**src/rtl/fpm_pkg.sv**
```systemverilog
package fpm_pkg;

  typedef enum logic [3:0] {
    S_IDLE,
    S_ROW_SET,
    S_RCD,
    S_COL_SET,
    S_CAS,
    S_OPEN,
    S_PRE,
    S_REF_SET,
    S_REF_RAS
  } seq_state_t;

  // bits needed to hold values 0..n
  function automatic int cnt_width(input int n);
    return (n < 2) ? 1 : $clog2(n + 1);
  endfunction

  function automatic int wait_max(input int a, input int b, input int c, input int d);
    int m;
    m = a;
    if (b > m) m = b;
    if (c > m) m = c;
    if (d > m) m = d;
    return m;
  endfunction

  // last RAS-low count at which another column cycle may still start:
  // one setup cycle, T_CAS strobe cycles and one open cycle follow it
  function automatic int ras_open_limit(input int t_ras_max, input int t_cas);
    return t_ras_max - t_cas - 2;
  endfunction

endpackage

```
**src/rtl/dram_refresh_sched.sv**
```systemverilog
module dram_refresh_sched #(
  parameter int INTERVAL = 780,
  parameter int ROW_W    = 8
) (
  input  logic             clk,
  input  logic             rst_n,
  input  logic             done_i,
  output logic             pending_o,
  output logic [ROW_W-1:0] row_o
);
  localparam int TW = fpm_pkg::cnt_width(INTERVAL - 1);
  localparam logic [TW-1:0] LAST = TW'(INTERVAL - 1);

  logic [TW-1:0]    tcnt;
  logic             pend_q;
  logic [ROW_W-1:0] row_q;
  logic             tick;

  assign tick      = (tcnt == LAST);
  assign pending_o = pend_q;
  assign row_o     = row_q;

  always_ff @(posedge clk or negedge rst_n) begin
    if (!rst_n) begin
      tcnt   <= '0;
      pend_q <= 1'b0;
      row_q  <= '0;
    end else begin
      tcnt   <= tick ? '0 : tcnt + 1'b1;
      pend_q <= tick | (pend_q & ~done_i);
      if (done_i) row_q <= row_q + 1'b1;
    end
  end


  no_lost_refresh_chk: assert property (@(posedge clk) disable iff (!rst_n)
    tick |-> (!pend_q || done_i));


  done_when_pending_chk: assert property (@(posedge clk) disable iff (!rst_n)
    done_i |-> pend_q);


  row_step_chk: assert property (@(posedge clk) disable iff (!rst_n)
    done_i |=> (row_q == $past(row_q) + 1'b1));

endmodule

```
**src/rtl/dram_ras_guard.sv**
```systemverilog
module dram_ras_guard #(
  parameter int T_RAS_MAX = 500,
  parameter int T_CAS     = 2
) (
  input  logic clk,
  input  logic rst_n,
  input  logic ras_n_i,
  output logic expired_o
);
  localparam int GW = fpm_pkg::cnt_width(T_RAS_MAX);
  localparam logic [GW-1:0] LIMIT = GW'(fpm_pkg::ras_open_limit(T_RAS_MAX, T_CAS));
  localparam logic [GW-1:0] MAXV  = GW'(T_RAS_MAX);

  logic [GW-1:0] lcnt;

  always_ff @(posedge clk or negedge rst_n) begin
    if (!rst_n)           lcnt <= '0;
    else if (ras_n_i)     lcnt <= '0;
    else if (lcnt != MAXV) lcnt <= lcnt + 1'b1;
  end

  assign expired_o = (lcnt >= LIMIT);


  ras_low_bound_chk: assert property (@(posedge clk) disable iff (!rst_n)
    !ras_n_i |-> (lcnt < MAXV));

endmodule

```
**src/rtl/dram_page_tag.sv**
```systemverilog
module dram_page_tag #(
  parameter int ROW_W = 8
) (
  input  logic             clk,
  input  logic             rst_n,
  input  logic             load_i,
  input  logic [ROW_W-1:0] load_row_i,
  input  logic [ROW_W-1:0] cmp_row_i,
  output logic             hit_o
);
  logic [ROW_W-1:0] row_q;

  always_ff @(posedge clk or negedge rst_n) begin
    if (!rst_n)      row_q <= '0;
    else if (load_i) row_q <= load_row_i;
  end

  assign hit_o = (cmp_row_i == row_q);

endmodule

```
**src/rtl/fpm_dram_ctrl.sv**
```systemverilog
module fpm_dram_ctrl #(
  parameter int ADDR_W       = 8,
  parameter int DATA_W       = 4,
  parameter int T_RCD        = 2,
  parameter int T_CAS        = 2,
  parameter int T_RP         = 3,
  parameter int T_RFP        = 4,
  parameter int T_RAS_MAX    = 500,
  parameter int REF_INTERVAL = 780
) (
  input  logic                  clk,
  input  logic                  rst_n,
  input  logic                  req_valid,
  output logic                  req_ready,
  input  logic [2*ADDR_W-1:0]   req_addr,
  input  logic                  req_write,
  input  logic [DATA_W-1:0]     req_wdata,
  output logic                  rd_valid,
  output logic [DATA_W-1:0]     rd_data,
  output logic [ADDR_W-1:0]     dram_addr,
  output logic                  dram_ras_n,
  output logic                  dram_cas_n,
  output logic                  dram_we_n,
  output logic [DATA_W-1:0]     dram_dq_out,
  output logic                  dram_dq_oe,
  input  logic [DATA_W-1:0]     dram_dq_in
);
  import fpm_pkg::*;

  localparam int WC_W = cnt_width(wait_max(T_RCD, T_CAS, T_RP, T_RFP));
  localparam logic [WC_W-1:0] RCD_LD = WC_W'(T_RCD - 1);
  localparam logic [WC_W-1:0] CAS_LD = WC_W'(T_CAS - 1);
  localparam logic [WC_W-1:0] RP_LD  = WC_W'(T_RP - 1);
  localparam logic [WC_W-1:0] RFP_LD = WC_W'(T_RFP - 1);

  seq_state_t          st;
  logic [WC_W-1:0]     wait_cnt;
  logic                cur_write;
  logic [ADDR_W-1:0]   cur_col;
  logic [DATA_W-1:0]   cur_data;

  logic [ADDR_W-1:0]   req_row;
  logic [ADDR_W-1:0]   req_col;
  logic                ref_pending;
  logic [ADDR_W-1:0]   ref_row;
  logic                ras_expired;
  logic                page_hit;

  // named internal events
  logic accept;
  logic ref_done;
  logic page_close;
  logic in_refresh;
  logic wait_done;

  assign req_row    = req_addr[2*ADDR_W-1:ADDR_W];
  assign req_col    = req_addr[ADDR_W-1:0];
  assign wait_done  = (wait_cnt == '0);
  assign req_ready  = !ref_pending &&
                      ((st == S_IDLE) || (st == S_OPEN && !ras_expired && page_hit));
  assign accept     = req_valid && req_ready;
  assign ref_done   = (st == S_REF_RAS) && wait_done;
  assign page_close = (st == S_OPEN) &&
                      (ref_pending || ras_expired || (req_valid && !page_hit));
  assign in_refresh = (st == S_REF_SET) || (st == S_REF_RAS);

  dram_refresh_sched #(.INTERVAL(REF_INTERVAL), .ROW_W(ADDR_W)) u_ref (
    .clk       (clk),
    .rst_n     (rst_n),
    .done_i    (ref_done),
    .pending_o (ref_pending),
    .row_o     (ref_row)
  );

  dram_ras_guard #(.T_RAS_MAX(T_RAS_MAX), .T_CAS(T_CAS)) u_guard (
    .clk       (clk),
    .rst_n     (rst_n),
    .ras_n_i   (dram_ras_n),
    .expired_o (ras_expired)
  );

  dram_page_tag #(.ROW_W(ADDR_W)) u_tag (
    .clk        (clk),
    .rst_n      (rst_n),
    .load_i     (accept && st == S_IDLE),
    .load_row_i (req_row),
    .cmp_row_i  (req_row),
    .hit_o      (page_hit)
  );

  always_ff @(posedge clk or negedge rst_n) begin
    if (!rst_n) begin
      st          <= S_IDLE;
      wait_cnt    <= '0;
      cur_write   <= 1'b0;
      cur_col     <= '0;
      cur_data    <= '0;
      dram_addr   <= '0;
      dram_ras_n  <= 1'b1;
      dram_cas_n  <= 1'b1;
      dram_we_n   <= 1'b1;
      dram_dq_out <= '0;
      dram_dq_oe  <= 1'b0;
      rd_valid    <= 1'b0;
      rd_data     <= '0;
    end else begin
      rd_valid <= 1'b0;
      unique case (st)
        S_IDLE: begin
          if (ref_pending) begin
            dram_addr <= ref_row;
            st        <= S_REF_SET;
          end else if (accept) begin
            dram_addr <= req_row;
            cur_col   <= req_col;
            cur_write <= req_write;
            cur_data  <= req_wdata;
            st        <= S_ROW_SET;
          end
        end
        S_ROW_SET: begin
          dram_ras_n <= 1'b0;
          wait_cnt   <= RCD_LD;
          st         <= S_RCD;
        end
        S_RCD: begin
          if (wait_done) begin
            dram_addr   <= cur_col;
            dram_we_n   <= !cur_write;
            dram_dq_oe  <= cur_write;
            dram_dq_out <= cur_data;
            st          <= S_COL_SET;
          end else begin
            wait_cnt <= wait_cnt - 1'b1;
          end
        end
        S_COL_SET: begin
          dram_cas_n <= 1'b0;
          wait_cnt   <= CAS_LD;
          st         <= S_CAS;
        end
        S_CAS: begin
          if (wait_done) begin
            dram_cas_n <= 1'b1;
            dram_we_n  <= 1'b1;
            dram_dq_oe <= 1'b0;
            if (!cur_write) begin
              rd_valid <= 1'b1;
              rd_data  <= dram_dq_in;
            end
            st <= S_OPEN;
          end else begin
            wait_cnt <= wait_cnt - 1'b1;
          end
        end
        S_OPEN: begin
          if (page_close) begin
            dram_ras_n <= 1'b1;
            wait_cnt   <= RP_LD;
            st         <= S_PRE;
          end else if (accept) begin
            dram_addr   <= req_col;
            dram_we_n   <= !req_write;
            dram_dq_oe  <= req_write;
            dram_dq_out <= req_wdata;
            cur_write   <= req_write;
            st          <= S_COL_SET;
          end
        end
        S_PRE: begin
          if (wait_done) st <= S_IDLE;
          else           wait_cnt <= wait_cnt - 1'b1;
        end
        S_REF_SET: begin
          dram_ras_n <= 1'b0;
          wait_cnt   <= RFP_LD;
          st         <= S_REF_RAS;
        end
        S_REF_RAS: begin
          if (wait_done) begin
            dram_ras_n <= 1'b1;
            wait_cnt   <= RP_LD;
            st         <= S_PRE;
          end else begin
            wait_cnt <= wait_cnt - 1'b1;
          end
        end
        default: st <= S_IDLE;
      endcase
    end
  end


  ready_blocked_chk: assert property (@(posedge clk) disable iff (!rst_n)
    ref_pending |-> !req_ready);


  refresh_closes_page_chk: assert property (@(posedge clk) disable iff (!rst_n)
    (st == S_OPEN && ref_pending) |=> dram_ras_n);


  early_write_chk: assert property (@(posedge clk) disable iff (!rst_n)
    ($fell(dram_cas_n) && !dram_we_n) |-> ($past(!dram_we_n) && dram_dq_oe));


  read_float_chk: assert property (@(posedge clk) disable iff (!rst_n)
    ($fell(dram_cas_n) && dram_we_n) |-> !dram_dq_oe);


  cas_under_ras_chk: assert property (@(posedge clk) disable iff (!rst_n)
    !dram_cas_n |-> !dram_ras_n);


  refresh_cas_high_chk: assert property (@(posedge clk) disable iff (!rst_n)
    in_refresh |-> dram_cas_n);


  rd_pulse_chk: assert property (@(posedge clk) disable iff (!rst_n)
    rd_valid |-> ($past(!dram_cas_n) && dram_cas_n));

endmodule

```
**config.mk**
```make
export PLATFORM = sky130hd
export DESIGN_NAME = fpm_dram_ctrl
export DESIGN_NICKNAME = d
export VERILOG_FILES = /design/src/rtl/fpm_pkg.sv /design/src/rtl/dram_refresh_sched.sv /design/src/rtl/dram_ras_guard.sv /design/src/rtl/dram_page_tag.sv /design/src/rtl/fpm_dram_ctrl.sv
export SDC_FILE = /design/constraint.sdc
export NUM_CORES = 1
export LEC_CHECK = 0
export ABC_AREA = 1
export CORE_ASPECT_RATIO = 1.1
export CORE_MARGIN = 5
export CORE_UTILIZATION = 60
export DETAILED_ROUTE_END_ITERATION = 10
export DONT_BUFFER_PORTS = 1
export HOLD_SLACK_MARGIN = 0.15
export PLACE_DENSITY_LB_ADDON = 0.25
export SYNTH_ARGS = -nofsm -noshare
export SYNTH_HDL_FRONTEND = slang
export SYNTH_SLANG_ARGS = --single-unit
```
**constraint.sdc**
```tcl
create_clock -name clk -period 1.9 [get_ports clk]
set_input_delay 0.38 -clock clk [delete_from_list [all_inputs] [get_ports clk]]
set_output_delay 0.38 -clock clk [all_outputs]
set_load 0.005 [all_outputs]
```
==> impl_metrics.env <==
export IMPL_outcome="finished with violations"
export IMPL_violations="negative hold slack"
export IMPL_min_period_ps=1850
export IMPL_path_class="register to primary output"
export IMPL_path_delay_family="simple AND/OR/NAND/NOR gates"
export IMPL_netSwitchingFraction_pct=40.6
export IMPL_async_flop_share_pct=100
export IMPL_synth_nets=532
export IMPL_cp_arrival_ps=1470
export IMPL_grt_pass1_vias=3282
export IMPL_startpoint="u_guard.lcnt[5]"
export IMPL_hold_buffers=4
export IMPL_maxSlewHeadroom_pct=77.5
export IMPL_h_tree_depth=3
export IMPL_max_slew_worst_pin_slew_ps=334
export IMPL_ant_nets=0
export IMPL_power_density_nw_per_um2=1440
export IMPL_rr_startpoint="u_tag.row_q[6]"
export IMPL_layout_drive_gt1_share_pct=16.4
export IMPL_multi_input_area_um2=1830
export IMPL_setup_viol=0
export IMPL_ys_seq_area_share_pct=48.3
export IMPL_whs_ps=-293
export IMPL_hold_path_class="input port to asynchronous set/reset pin"
export IMPL_cpMostUsedCell="nand2_2"
export IMPL_grt_pass1_wl_mm=14.8
export IMPL_dieWidth_um=87.8
export IMPL_ys_types=43
export IMPL_finalCritPeriodShare_pct=97.5
export IMPL_placed_area_um2=4130
export IMPL_start_kind="register"
export IMPL_place_hpwl_mm=6.36
export IMPL_crit_path_end_kind="primary output"
export IMPL_power_internal_mw=3.91
export IMPL_grt_use_total_pct=23.0
export IMPL_cts_root_buf="clkbuf_8"
export IMPL_synthFlopType="dfrtp_1"
export IMPL_finalSetupTns_ps=0
export IMPL_finalMaxSlewViolations=0
export IMPL_dr_pass1_iters=4
export IMPL_clock_latency_ps=360
export IMPL_cts_max_path_buffers=2
export IMPL_wire_per_inst_um=14.5
export IMPL_worstPathMaxFanout=3
export IMPL_clkPwrFrac_pct=19.7
export IMPL_crit_reg2reg_capture="wait_cnt[1]"
export IMPL_fin_area_um2=4580
export IMPL_netlist_area_um2=4000
export IMPL_fin_ws_ps=47.8
export IMPL_ios=50
export IMPL_critPathSlowestCell="dfrtp_1"
export IMPL_path_clk_slew_ps=80
export IMPL_regArea_um2=1930
export IMPL_grt_max_degree=78
export IMPL_vias=3256
export IMPL_fill_cells=517
export IMPL_nets=566
export IMPL_pre_cts_ws_ps=113
export IMPL_synth_seq_cells=77
export IMPL_gp_routability_congestion=0.909
export IMPL_max_freq_ghz=0.540
export IMPL_clkSinkCount=77
export IMPL_overflow=0
export IMPL_rows=31
export IMPL_dr_first_iter_drc_count=149
export IMPL_p_comb_share_pct=40.3
export IMPL_die_area_um2=8400
export IMPL_die_h_um=95.6
export IMPL_rr_worst_depth=10
export IMPL_worstPathCellList="nand2_2 > nor2_2 > nand2_2 > nand2_2 > nor2_2 > nand3_2 > nand2_2 > buf_6"
export IMPL_max_cap_violations=0
export IMPL_cts_made_buffers=9
export IMPL_coreArea_um2=6560
export IMPL_finalHoldViolCount=77
export IMPL_fin_worst_skew_ps=7.80
export IMPL_syn_area_per_cell_um2=8.03
export IMPL_crit_required_ps=1520
export IMPL_sequentialPowerShare_pct=40.0
export IMPL_rsz0062_at_grt="yes"
export IMPL_initial_core_util_pct=61.0
export IMPL_netlist_instances=498
export IMPL_critPathBufInv=1
export IMPL_diodes=0
export IMPL_cts_tree="done"
export IMPL_antenna_found_initial=0
export IMPL_synth_edf_count=0
export IMPL_reg2reg_slack_ps=140
export IMPL_syn_to_final_growth_pct=14.6
export IMPL_vias_per_cell=5.26
export IMPL_drc=0
export IMPL_leakagePower_nw=2.34
export IMPL_max_stage_delay_ps=410
export IMPL_p_sw_mw=2.68
export IMPL_ys_warn_count=0
export IMPL_numPortBuffers=0
export IMPL_vdd_ir_drop_max_uv=733
export IMPL_final_util_pct=69.9
export IMPL_drt_wl_total_mm=8.97
==> worst max-delay path by stage <==
stage	endpoint	slack [ps]	cells after the start
after floorplan	u_ref.row_o[7]	240	10
after global placement	dram_dq_out[0]	140	10
after detailed placement	dram_dq_out[1]	110	10
after CTS	req_ready	2	7
after global routing	req_ready	-30	8
final	req_ready	50	8
==> per-layer routing <==
layer	routed length, µm	part of all wire (%)	global-route usage, %	vias up
met1	3730	42	26.5	1532
met4	193	2.2	9.21	0
met3	438	4.9	5.79	19
met2	4610	51	40.6	61
li1	-	-	-	1644
met5	0	0	0	-
==> synthesized netlist by cell type, types with 2 or more instances <==
library cell    n  share of area [%]
a21oi_1         6               0.75
a31oi_1         4               0.63
clkbuf_1        5               0.47
dfrtp_1        74                 46
dfstp_2         3                2.0
ha_1            6                1.9
inv_1          61                5.7
inv_2           6               0.56
nand2_1       155                 15
nand2_2         3               0.47
nand2_4         2               0.56
nand3_1        27                3.4
nand3_2         3               0.75
nor2_1         36                3.4
nor2_2          6               0.94
nor2_4          3               0.85
nor3_1          9                1.1
o211ai_1       16                3.0
o21ai_0        36                4.5
xnor2_1         9                2.0
xor2_1          6                1.3
==> cells by family after synthesis <==
kind of cell	count (synthesis)	share of synthesized area, %
mux	2	0.939
fa+ha+maj	6	1.88
compound gates	68	10.2
flops	77	48.3
xor+xnor	15	3.29
buf+inv	77	7.61
simple gates	253	27.8
==> power groups by stage <==
stage	Combinational, mW	Sequential (mW)	Clock, mW
finish	2.65	2.64	1.30
detailed placement	2.33	2.65	0
CTS	2.43	2.64	1.32
global placement	2.24	2.63	0
global route	3.00	2.71	1.39
floorplan	1.85	2.52	0
==> repair_timing <==
item	in CTS	in global routing
buffers inserted	6	12
resized for setup	8	11
setup endpoints to repair	1	6
cloned	0	0
pin swaps	3	7
hold endpoints to repair	81	77
==> per-stage QoR <==
stage | power (mW) | std cells
after CTS | 6.38 | 607
after global routing | 7.10 | 619
final | 6.59 | 619
after global placement | 4.87 | 581
after detailed placement | 4.98 | 581
after floorplan | 4.37 | 498
==> final cells by class <==
type                            count  area share (%)
Sequential cell                    77            42.2
Multi-Input combinational cell    344            39.9
Inverter                           69            5.71
Timing Repair Buffer               31            5.46
Clock buffer                        9            2.70
Tap cell                           82            2.24
Clock inverter                      7            1.83
==> layout by cell type (no fill, tap or decap), types with 2 or more instances in the layout <==
master and count:
dfstp_2 3, nor2_4 7, inv_1 61, nor2_2 6, a31oi_1 4, nand2_4 2
dfrtp_1 72, xor2_1 6, nor3_1 9, o21ai_0 36, nor2_1 32, nand2_1 152
o211ai_1 16, clkinv_4 3, dlygate4sd3_1 4, inv_2 6, dfrtp_2 2, clkbuf_8 9
ha_1 6, buf_6 2, nand2_2 5, xnor2_1 9, nand3_2 3, a21oi_1 6
nand3_1 26, buf_4 25
==> state kept, by name (all words and copies together) (netlist names) <==
name / count
dram_ras_n: 1
dram_dq_out: 4
u_ref.row_o: 8
cur_col: 8
dram_dq_oe: 1
u_tag.row_q: 8
wait_cnt: 3
u_ref.tcnt: 10
dram_addr: 8
cur_data: 4
cur_write: 1
st: 4
rd_data: 4
rd_valid: 1
dram_we_n: 1
u_ref.pending_o: 1
dram_cas_n: 1
u_guard.lcnt: 9
Power figures use the tool's default switching activity.
